### src/rtl/bist_pkg.sv
package bist_pkg;

  typedef enum logic [1:0] {
    PAT_COUNT = 2'd0,
    PAT_ALT   = 2'd1,
    PAT_WALK  = 2'd2,
    PAT_PRBS  = 2'd3
  } pat_e;

  localparam int CTRL_TYPE_LSB  = 10;
  localparam int CTRL_WIDE_BIT  = 12;
  localparam int CTRL_EN_BIT    = 13;
  localparam int CTRL_STOP_BIT  = 14;
  localparam int CTRL_START_BIT = 15;

  localparam logic [15:0] PAT_SEED = 16'hACE1;

  // Advance the shared pattern state by one symbol.
  function automatic logic [15:0] pat_next(pat_e t, logic [15:0] s);
    if (t == PAT_PRBS) return {s[14:0], s[15] ^ s[13] ^ s[12] ^ s[10]};
    return s + 16'd1;
  endfunction

  // Symbol for one lane; the upper byte is zeroed in 8-bit mode.
  function automatic logic [15:0] pat_word(pat_e t, logic [15:0] s,
                                           logic [3:0] lane, logic wide);
    logic [15:0] w;
    case (t)
      PAT_COUNT: w = s ^ {12'd0, lane};
      PAT_ALT:   w = (s[0] ? 16'h5555 : 16'hAAAA) ^ {8'd0, lane, 4'd0};
      PAT_WALK:  w = 16'h0001 << (s[3:0] + lane);
      default:   w = s ^ {4{lane}};
    endcase
    if (!wide) w[15:8] = 8'd0;
    return w;
  endfunction

endpackage

### src/rtl/bist_ctrl.sv
module bist_ctrl
  import bist_pkg::*;
(
  input  logic        clk,
  input  logic        rst_n,
  input  logic        ctrl_we,
  input  logic [15:0] ctrl_wdata,
  input  logic        at_bnd,
  input  logic        lane_busy,
  output logic [15:0] ctrl_word,
  output pat_e        pat_type,
  output logic        wide,
  output logic        gen_en,
  output logic        clr,
  output logic        loop_en
);

  logic en_q, start_q, stop_q, wide_q;
  pat_e type_q;
  logic busy, stop_done, wr_en;

  assign busy      = start_q | stop_q;
  assign wr_en     = ctrl_wdata[CTRL_EN_BIT];
  assign stop_done = stop_q & at_bnd & ~lane_busy;
  assign clr       = ctrl_we & wr_en & en_q & ~busy & ctrl_wdata[CTRL_START_BIT];
  assign gen_en    = start_q | (stop_q & ~at_bnd);
  assign loop_en   = busy;
  assign pat_type  = type_q;
  assign wide      = wide_q;
  assign ctrl_word = {start_q, stop_q, en_q, wide_q, type_q, 10'd0};

  always_ff @(posedge clk or negedge rst_n) begin
    if (!rst_n) begin
      en_q    <= 1'b0;
      start_q <= 1'b0;
      stop_q  <= 1'b0;
      wide_q  <= 1'b0;
      type_q  <= PAT_COUNT;
    end else if (ctrl_we && !wr_en) begin
      en_q    <= 1'b0;
      start_q <= 1'b0;
      stop_q  <= 1'b0;
      wide_q  <= ctrl_wdata[CTRL_WIDE_BIT];
      type_q  <= pat_e'(ctrl_wdata[CTRL_TYPE_LSB +: 2]);
    end else if (ctrl_we && busy) begin
      if (ctrl_wdata[CTRL_STOP_BIT] && start_q) begin
        stop_q  <= 1'b1;
        start_q <= 1'b0;
      end else if (stop_done) begin
        stop_q <= 1'b0;
      end
    end else if (ctrl_we) begin
      en_q   <= 1'b1;
      wide_q <= ctrl_wdata[CTRL_WIDE_BIT];
      type_q <= pat_e'(ctrl_wdata[CTRL_TYPE_LSB +: 2]);
      if (ctrl_wdata[CTRL_START_BIT] && en_q) start_q <= 1'b1;
    end else if (stop_done) begin
      stop_q <= 1'b0;
    end
  end


  start_stop_excl_chk: assert property (@(posedge clk) disable iff (!rst_n)
    !(start_q && stop_q));


  start_needs_en_chk: assert property (@(posedge clk) disable iff (!rst_n)
    $rose(start_q) |-> $past(en_q));


  loop_en_chk: assert property (@(posedge clk) disable iff (!rst_n)
    loop_en |-> en_q);


  stop_drain_chk: assert property (@(posedge clk) disable iff (!rst_n)
    ($fell(stop_q) && en_q) |-> $past(at_bnd && !lane_busy));

endmodule

### src/rtl/bist_patgen.sv
module bist_patgen
  import bist_pkg::*;
#(
  parameter int LANES     = 4,
  parameter int SYM_W     = 10,
  parameter int FRAME_LEN = 8,
  parameter int CNT_W     = 16
) (
  input  logic                   clk,
  input  logic                   rst_n,
  input  logic                   clr,
  input  logic                   gen_en,
  input  pat_e                   pat_type,
  input  logic                   wide,
  output logic                   sym_valid,
  output logic                   sym_last,
  output logic [LANES*SYM_W-1:0] sym_data,
  output logic                   at_bnd,
  output logic [CNT_W-1:0]       tx_cnt
);

  localparam int IDX_W = (FRAME_LEN > 1) ? $clog2(FRAME_LEN) : 1;
  localparam logic [IDX_W-1:0] LAST_IDX = IDX_W'(FRAME_LEN - 1);
  localparam logic [CNT_W-1:0] CNT_MAX  = '1;

  logic [IDX_W-1:0] idx_q;
  logic [15:0]      state_q;
  logic [CNT_W-1:0] tx_q;

  assign sym_valid = gen_en;
  assign sym_last  = gen_en && (idx_q == LAST_IDX);
  assign at_bnd    = (idx_q == '0);
  assign tx_cnt    = tx_q;

  for (genvar i = 0; i < LANES; i++) begin : g_lane
    logic [15:0] w;
    assign w = pat_word(pat_type, state_q, 4'(i), wide);
    assign sym_data[i*SYM_W +: SYM_W] = w[SYM_W-1:0];
  end

  always_ff @(posedge clk or negedge rst_n) begin
    if (!rst_n) begin
      idx_q   <= '0;
      state_q <= PAT_SEED;
      tx_q    <= '0;
    end else if (clr) begin
      idx_q   <= '0;
      state_q <= PAT_SEED;
      tx_q    <= '0;
    end else if (gen_en) begin
      state_q <= pat_next(pat_type, state_q);
      idx_q   <= sym_last ? '0 : idx_q + 1'b1;
      if (sym_last && tx_q != CNT_MAX) tx_q <= tx_q + 1'b1;
    end
  end


  tx_sat_chk: assert property (@(posedge clk) disable iff (!rst_n)
    (tx_q == CNT_MAX && !clr) |=> tx_q == CNT_MAX);

endmodule

### src/rtl/bist_loopback.sv
module bist_loopback #(
  parameter int LANES = 4,
  parameter int SYM_W = 10,
  parameter int LANE_W = 2
) (
  input  logic                   clk,
  input  logic                   rst_n,
  input  logic                   in_valid,
  input  logic                   in_last,
  input  logic [LANES*SYM_W-1:0] in_data,
  input  logic                   inj_req,
  input  logic [LANE_W-1:0]      inj_lane,
  output logic                   out_valid,
  output logic                   out_last,
  output logic [LANES*SYM_W-1:0] out_data,
  output logic                   busy
);

  logic valid_q, last_q;

  always_ff @(posedge clk or negedge rst_n) begin
    if (!rst_n) begin
      valid_q <= 1'b0;
      last_q  <= 1'b0;
    end else begin
      valid_q <= in_valid;
      last_q  <= in_last;
    end
  end

  for (genvar i = 0; i < LANES; i++) begin : g_lane
    logic flip;
    logic [SYM_W-1:0] data_q;
    assign flip = inj_req && in_valid && (inj_lane == LANE_W'(i));
    always_ff @(posedge clk or negedge rst_n) begin
      if (!rst_n) data_q <= '0;
      else        data_q <= in_data[i*SYM_W +: SYM_W] ^ {{(SYM_W-1){1'b0}}, flip};
    end
    assign out_data[i*SYM_W +: SYM_W] = data_q;
  end

  assign out_valid = valid_q;
  assign out_last  = last_q;
  assign busy      = valid_q;

endmodule

### src/rtl/bist_lane_chk.sv
module bist_lane_chk
  import bist_pkg::*;
#(
  parameter int LANE_ID = 0,
  parameter int SYM_W   = 10,
  parameter int CNT_W   = 16
) (
  input  logic             clk,
  input  logic             rst_n,
  input  logic             clr,
  input  pat_e             pat_type,
  input  logic             wide,
  input  logic             rx_valid,
  input  logic             rx_last,
  input  logic [SYM_W-1:0] rx_data,
  output logic [CNT_W-1:0] frm_cnt,
  output logic [CNT_W-1:0] err_cnt
);

  localparam logic [CNT_W-1:0] CNT_MAX = '1;

  logic [15:0]      s_q;
  logic [15:0]      exp_w;
  logic             mism;
  logic [CNT_W-1:0] frm_q, err_q;

  assign exp_w   = pat_word(pat_type, s_q, 4'(LANE_ID), wide);
  assign mism    = rx_valid && (rx_data != exp_w[SYM_W-1:0]);
  assign frm_cnt = frm_q;
  assign err_cnt = err_q;

  always_ff @(posedge clk or negedge rst_n) begin
    if (!rst_n) begin
      s_q   <= PAT_SEED;
      frm_q <= '0;
      err_q <= '0;
    end else if (clr) begin
      s_q   <= PAT_SEED;
      frm_q <= '0;
      err_q <= '0;
    end else if (rx_valid) begin
      s_q <= pat_next(pat_type, s_q);
      if (mism && err_q != CNT_MAX) err_q <= err_q + 1'b1;
      if (rx_last && frm_q != CNT_MAX) frm_q <= frm_q + 1'b1;
    end
  end


  frm_sat_chk: assert property (@(posedge clk) disable iff (!rst_n)
    (frm_q == CNT_MAX && !clr) |=> frm_q == CNT_MAX);


  err_sat_chk: assert property (@(posedge clk) disable iff (!rst_n)
    (err_q == CNT_MAX && !clr) |=> err_q == CNT_MAX);


  err_step_chk: assert property (@(posedge clk) disable iff (!rst_n)
    !clr |=> (err_q == $past(err_q) || err_q == $past(err_q) + 1'b1));

endmodule

### src/rtl/bist_engine.sv
module bist_engine
  import bist_pkg::*;
#(
  parameter int LANES     = 4,
  parameter int SYM_W     = 10,
  parameter int FRAME_LEN = 8,
  parameter int CNT_W     = 16,
  parameter int ADDR_W    = 4,
  parameter int LANE_W    = (LANES > 1) ? $clog2(LANES) : 1
) (
  input  logic              clk,
  input  logic              rst_n,
  input  logic              reg_we,
  input  logic [ADDR_W-1:0] reg_addr,
  input  logic [15:0]       reg_wdata,
  output logic [15:0]       reg_rdata,
  input  logic              inj_req,
  input  logic [LANE_W-1:0] inj_lane,
  output logic              loop_en
);

  localparam int FRM_BASE = 2;
  localparam int ERR_BASE = FRM_BASE + LANES;

  logic        ctrl_we;
  logic [15:0] ctrl_word;
  pat_e        pat_type;
  logic        wide, gen_en, clr, at_bnd, lane_busy;
  logic        sym_valid, sym_last, rx_valid, rx_last;
  logic [LANES*SYM_W-1:0] sym_data, rx_data;
  logic [CNT_W-1:0] tx_cnt;
  logic [CNT_W-1:0] frm_cnt [LANES];
  logic [CNT_W-1:0] err_cnt [LANES];

  assign ctrl_we = reg_we && (reg_addr == '0);

  bist_ctrl u_ctrl (
    .clk(clk), .rst_n(rst_n), .ctrl_we(ctrl_we), .ctrl_wdata(reg_wdata),
    .at_bnd(at_bnd), .lane_busy(lane_busy), .ctrl_word(ctrl_word),
    .pat_type(pat_type), .wide(wide), .gen_en(gen_en), .clr(clr),
    .loop_en(loop_en)
  );

  bist_patgen #(.LANES(LANES), .SYM_W(SYM_W), .FRAME_LEN(FRAME_LEN), .CNT_W(CNT_W)) u_gen (
    .clk(clk), .rst_n(rst_n), .clr(clr), .gen_en(gen_en), .pat_type(pat_type),
    .wide(wide), .sym_valid(sym_valid), .sym_last(sym_last), .sym_data(sym_data),
    .at_bnd(at_bnd), .tx_cnt(tx_cnt)
  );

  bist_loopback #(.LANES(LANES), .SYM_W(SYM_W), .LANE_W(LANE_W)) u_loop (
    .clk(clk), .rst_n(rst_n), .in_valid(sym_valid), .in_last(sym_last),
    .in_data(sym_data), .inj_req(inj_req), .inj_lane(inj_lane),
    .out_valid(rx_valid), .out_last(rx_last), .out_data(rx_data), .busy(lane_busy)
  );

  for (genvar i = 0; i < LANES; i++) begin : g_chk
    bist_lane_chk #(.LANE_ID(i), .SYM_W(SYM_W), .CNT_W(CNT_W)) u_chk (
      .clk(clk), .rst_n(rst_n), .clr(clr), .pat_type(pat_type), .wide(wide),
      .rx_valid(rx_valid), .rx_last(rx_last), .rx_data(rx_data[i*SYM_W +: SYM_W]),
      .frm_cnt(frm_cnt[i]), .err_cnt(err_cnt[i])
    );
  end

  always_comb begin
    reg_rdata = '0;
    if (reg_addr == '0)              reg_rdata = ctrl_word;
    else if (reg_addr == ADDR_W'(1)) reg_rdata = 16'(tx_cnt);
    for (int i = 0; i < LANES; i++) begin
      if (reg_addr == ADDR_W'(FRM_BASE + i)) reg_rdata = 16'(frm_cnt[i]);
      if (reg_addr == ADDR_W'(ERR_BASE + i)) reg_rdata = 16'(err_cnt[i]);
    end
  end

endmodule

### config.mk
export PLATFORM = sky130hd
export DESIGN_NAME = bist_engine
export DESIGN_NICKNAME = d
export VERILOG_FILES = /design/src/rtl/bist_pkg.sv /design/src/rtl/bist_ctrl.sv /design/src/rtl/bist_patgen.sv /design/src/rtl/bist_loopback.sv /design/src/rtl/bist_lane_chk.sv /design/src/rtl/bist_engine.sv
export SDC_FILE = /design/constraint.sdc
export NUM_CORES = 1
export LEC_CHECK = 0
export CAP_MARGIN = 20
export CORE_UTILIZATION = 40
export CTS_CLUSTER_SIZE = 25
export DETAILED_ROUTE_END_ITERATION = 6
export SLEW_MARGIN = 20
export SYNTH_ARGS = -nofsm -noshare
export SYNTH_HDL_FRONTEND = slang
export SYNTH_SLANG_ARGS = --single-unit
### constraint.sdc
create_clock -name clk -period 4.25 [get_ports clk]
set_input_delay 0.425 -clock clk [delete_from_list [all_inputs] [get_ports clk]]
set_output_delay 0.425 -clock clk [all_outputs]
set_load 0.02 [all_outputs]
==> results.py <==
metrics = {
    "drt": {
        "drc": 0,
        "drt_first_iter_violations": 1684,
        "wl_um": 53850,
        "via_per_inst": 6.041,
        "via_count": 16758,
        "wl_per_cell_um": 19.41,
        "ant_nets": 0,
        "first_pass_iters": 6,
    },
    "clocking": {
        "tritoncts": "built",
        "cts_max_level": 2,
        "cts_buffers": 35,
        "cts_hold_buf": 1,
        "clk-insertion-delay-late_ps": 560,
        "cts-root-buf": "clkbuf_16",
        "clk_pin_slew_worst_paths_ps": 60,
        "cts_setup_buffers": 0,
        "clock_sinks": 275,
        "clockBufferDepth": 3,
        "cts_resized": 0,
    },
    "layout": {
        "syn2layout_area_growth_pct": 11.78,
        "drive_gt1_share_pct": 9.660,
        "fin_cells": 2774,
        "nNetsFinal": 2222,
        "num-fill-cells": 4415,
        "diodes": 0,
    },
    "synthesis": {
        "synthArstFlopShare_pct": 100.0,
        "synth_seq_area_share_pct": 37.83,
        "ys.flop_type": "dfrtp_1",
        "synth_cell_type_count": 83,
        "syn_area_per_cell_um2": 8.393,
        "synthCells": 2183,
        "synthesis.area_mm2": 0.01832,
        "syn_nets": 2257,
        "yosys_warnings": 0,
        "ys_seq_elements": 275,
        "synth_edf_count": 0,
    },
    "setup_path": {
        "crit_required_ps": 3830,
        "max_stage_delay_ps": 620,
        "critPathKind": "in -> out",
        "crit_family": "buffers and inverters",
        "worst_path_max_delay_cell": "clkdlybuf4s50_1",
        "worstSetupEndpointType": "output pin",
        "start_kind": "primary input",
        "path_cells": "clkdlybuf4s50_1 -> buf_4 -> and2_1 -> o2bb2ai_1 -> a222oi_1 -> a21oi_1 -> a221oi_1 -> nand2_1 -> clkdlybuf4s50_1",
        "arrival_ps": 3480,
        "critical_path.most_common_cell": "clkdlybuf4s50_1",
        "crit_fanout": 10,
        "crit_buf_inv": 3,
    },
    "floorplanning": {
        "row_count": 78,
        "core_area_mm2": 0.04528,
        "die_area_mm2": 0.04667,
        "start_util_pct": 40.46,
        "boundaryPins": 43,
        "dieHeight_um": 216.0,
        "fp.dieW_um": 216.0,
    },
    "timing": {
        "hold_viol_final": 0,
        "setup_viol": 0,
        "setup_tns_ps": 0,
        "relSlewSlack_pct": 33.40,
        "worst_pin_slew_ps": 990.5,
        "rsz0062_at_grt": "false",
        "slew_violations": 0,
        "max_freq_mhz": 256.3,
        "finalCriticalPeriod_ps": 3901,
        "fin_crit_sh_pct": 91.80,
        "finalClockSkew_ps": 43.28,
    },
    "placed_design": {
        "dp_hpwl_um": 37130,
        "placedCellCount": 2710,
        "gp_congestion": 0.9328,
        "port_buffers": 32,
    },
    "power": {
        "p_per_area_mw_per_mm2": 636.7,
        "power.leakage_nw": 8.126,
        "ir_worst_vdd_mv": 0.3382,
    },
    "hold_path": {
        "min_path_type": "in -> async",
    },
    "global_routing": {
        "grt_pass1_vias": 15795,
        "antenna_found_initial": 0,
        "gr-total-overflow": 0,
        "grt_usage_pct": 22.95,
        "grt_max_degree": 101,
        "grt_pass1_wl_um": 86560,
    },
    "run_status": {
        "outcome": "completed",
    },
    "run": {
        "drv_cap": 0,
    },
}
## layout by cell type (no fill, tap or decap), drive strengths merged, types with 14 or more instances in the layout
cell           synthesis  routed
buf                   27      53
a21oi                175     175
a31oi                 48      48
nand2b                23      23
nor3b                 14      14
xor2                  65      65
or2                   14      14
inv                   45      45
dfrtp                235     235
nor2                 260     260
nand4                 44      44
xnor2                 68      68
mux2i                 27      27
or3                   27      27
o211ai                36      36
or4                   17      17
clkbuf               130      46
dfstp                 40      40
clkdlybuf4s50          0      31
nor3                  37      37
ha                    48      48
nand3                106     106
and2                  24      24
o22ai                 20      20
and3                  44      44
a222oi                16      16
a22oi                 27      27
nand2                174     174
o31ai                 22      22
a221oi                18      18
nor2b                 14      14
o21ai                120     120
## registers in the layout (all words and copies together) (netlist names)
name and cells:
g_chk.u_chk.err_cnt 64, g_chk.u_chk.frm_cnt 64, g_chk.u_chk.s_q 64, u_loop.g_lane.data_q 40, u_gen.state_q 16, u_gen.tx_cnt 16, u_gen.idx_q 3, u_ctrl.pat_type 2
u_ctrl.en_q 1, u_ctrl.start_q 1, u_ctrl.stop_q 1, u_ctrl.wide 1, u_loop.busy 1, u_loop.out_last 1
## cell families after synthesis
family / Yosys count / share of synthesized area (%)
xor gates and xnor gates: 133 / 6.358
AOI/OAI and AO/OA: 611 / 21.73
muxes: 39 / 2.213
and+or+nand+nor: 875 / 24.21
adders and majority gates: 48 / 3.278
DFF: 275 / 37.83
buffers and inverters: 202 / 4.384
## routing by layer
| metal | GRT usage [%] | wire length (um) | up-vias |
|---|---|---|---|
| met1 | 32.12 | 24960 | 8276 |
| met3 | 2.833 | 2455 | 98 |
| met2 | 36.76 | 24930 | 450 |
| met4 | 7.371 | 1502 | 0 |
| li1 | - | - | 7934 |
| met5 | 0 | 0 | - |
## power by group
group / switching, mW / internal (mW) / leakage (nW)
sequential: 1.45 / 3.57 / 3.22
clock: 1.24 / 1.93 / 0.594
combinational: 2.73 / 2.12 / 4.31
## metrics by stage
stage / setup slack [ps] / power, mW / cell area (um^2) / hold WS (ps) / util [%]
6_report: 348.7 / 13.04 / 20480 / 453.4 / 45.23
5_1_grt: 200.5 / 13.93 / 20480 / 497.5 / 45.23
4_1_cts: 427.7 / 13.05 / 20480 / 475.9 / 45.23
3_5_place_dp: 417.8 / 9.830 / 19250 / 485.0 / 42.52
3_3_place_gp: 466.1 / 9.687 / 19250 / 489.0 / 42.52
2_1_floorplan: 901.5 / 8.327 / 18320 / 129.4 / -
## synth_stat cells, types with 8 or more instances
master      n  share of area (%)
nand3_1   106                2.9
xor2_1     65                3.1
dfstp_2    40                5.7
nand4_1    44                1.5
nor3b_1    13               0.53
and2_1     24               0.82
o221ai_1   13               0.62
o31ai_1    22               0.90
clkbuf_1  130                2.7
nand3b_1    8               0.33
and3b_1    10               0.48
a221oi_1   18               0.86
and4_1     13               0.62
nand2_1   174                3.6
o21ai_1     8               0.22
a211oi_1   13               0.53
ha_1       48                3.3
or2_2      14               0.48
a31oi_1    48                1.6
nor2b_1    13               0.44
buf_1       9               0.18
a21o_1     13               0.53
o22ai_1    20               0.68
nand2b_1   23               0.79
a31o_2     13               0.62
a41oi_1    10               0.48
nand4b_1   10               0.48
o211ai_1   35                1.4
nor3_1     37                1.0
inv_1      44               0.90
nor2_1    260                5.3
a21oi_1   175                4.8
and3_1     44                1.5
o21ai_0   112                3.1
dfrtp_1   235                 32
buf_2      12               0.33
mux2_2     12               0.74
xnor2_1    68                3.3
a222oi_1   16               0.87
or4_1      17               0.70
o21a_1     10               0.41
a22oi_1    27                1.1
or3_1      27               0.92
mux2i_1    27                1.5
nor4_1     12               0.41
## worst paths after layout
| check | slack [ps] | from | endpoint | cells past startpoint |
|---|---|---|---|---|
| worst max-delay path | 350 | reg_addr[1] | reg_rdata[10] | 9 |
| worst min-delay path | 450 | rst_n | g_chk[3].u_chk.s_q[3] | 2 |
| worst max register to register | 520 | u_ctrl.pat_type[1] | g_chk[1].u_chk.err_cnt[14] | 11 |
| worst min register to register | 490 | g_chk[2].u_chk.s_q[11] | g_chk[2].u_chk.s_q[11] | 2 |
| max in group asynchronous | 2790 | rst_n | u_gen.state_q[0] | 3 |
| min in group clk | 490 | g_chk[2].u_chk.s_q[11] | g_chk[2].u_chk.s_q[11] | 2 |
## final cells by class
cell class                      instances  area [um^2]  share of cell area [%]
Multi-Input combinational cell       1706        10610                   51.81
Tap cell                              600        750.7                   3.665
Inverter                               45        168.9                  0.8247
Timing Repair Buffer                   85        800.8                   3.910
Sequential cell                       275         6933                   33.85
Clock inverter                         17        240.2                   1.173
Clock buffer                           46        977.2                   4.771
Note: power is estimated with default switching activity, not from simulation.
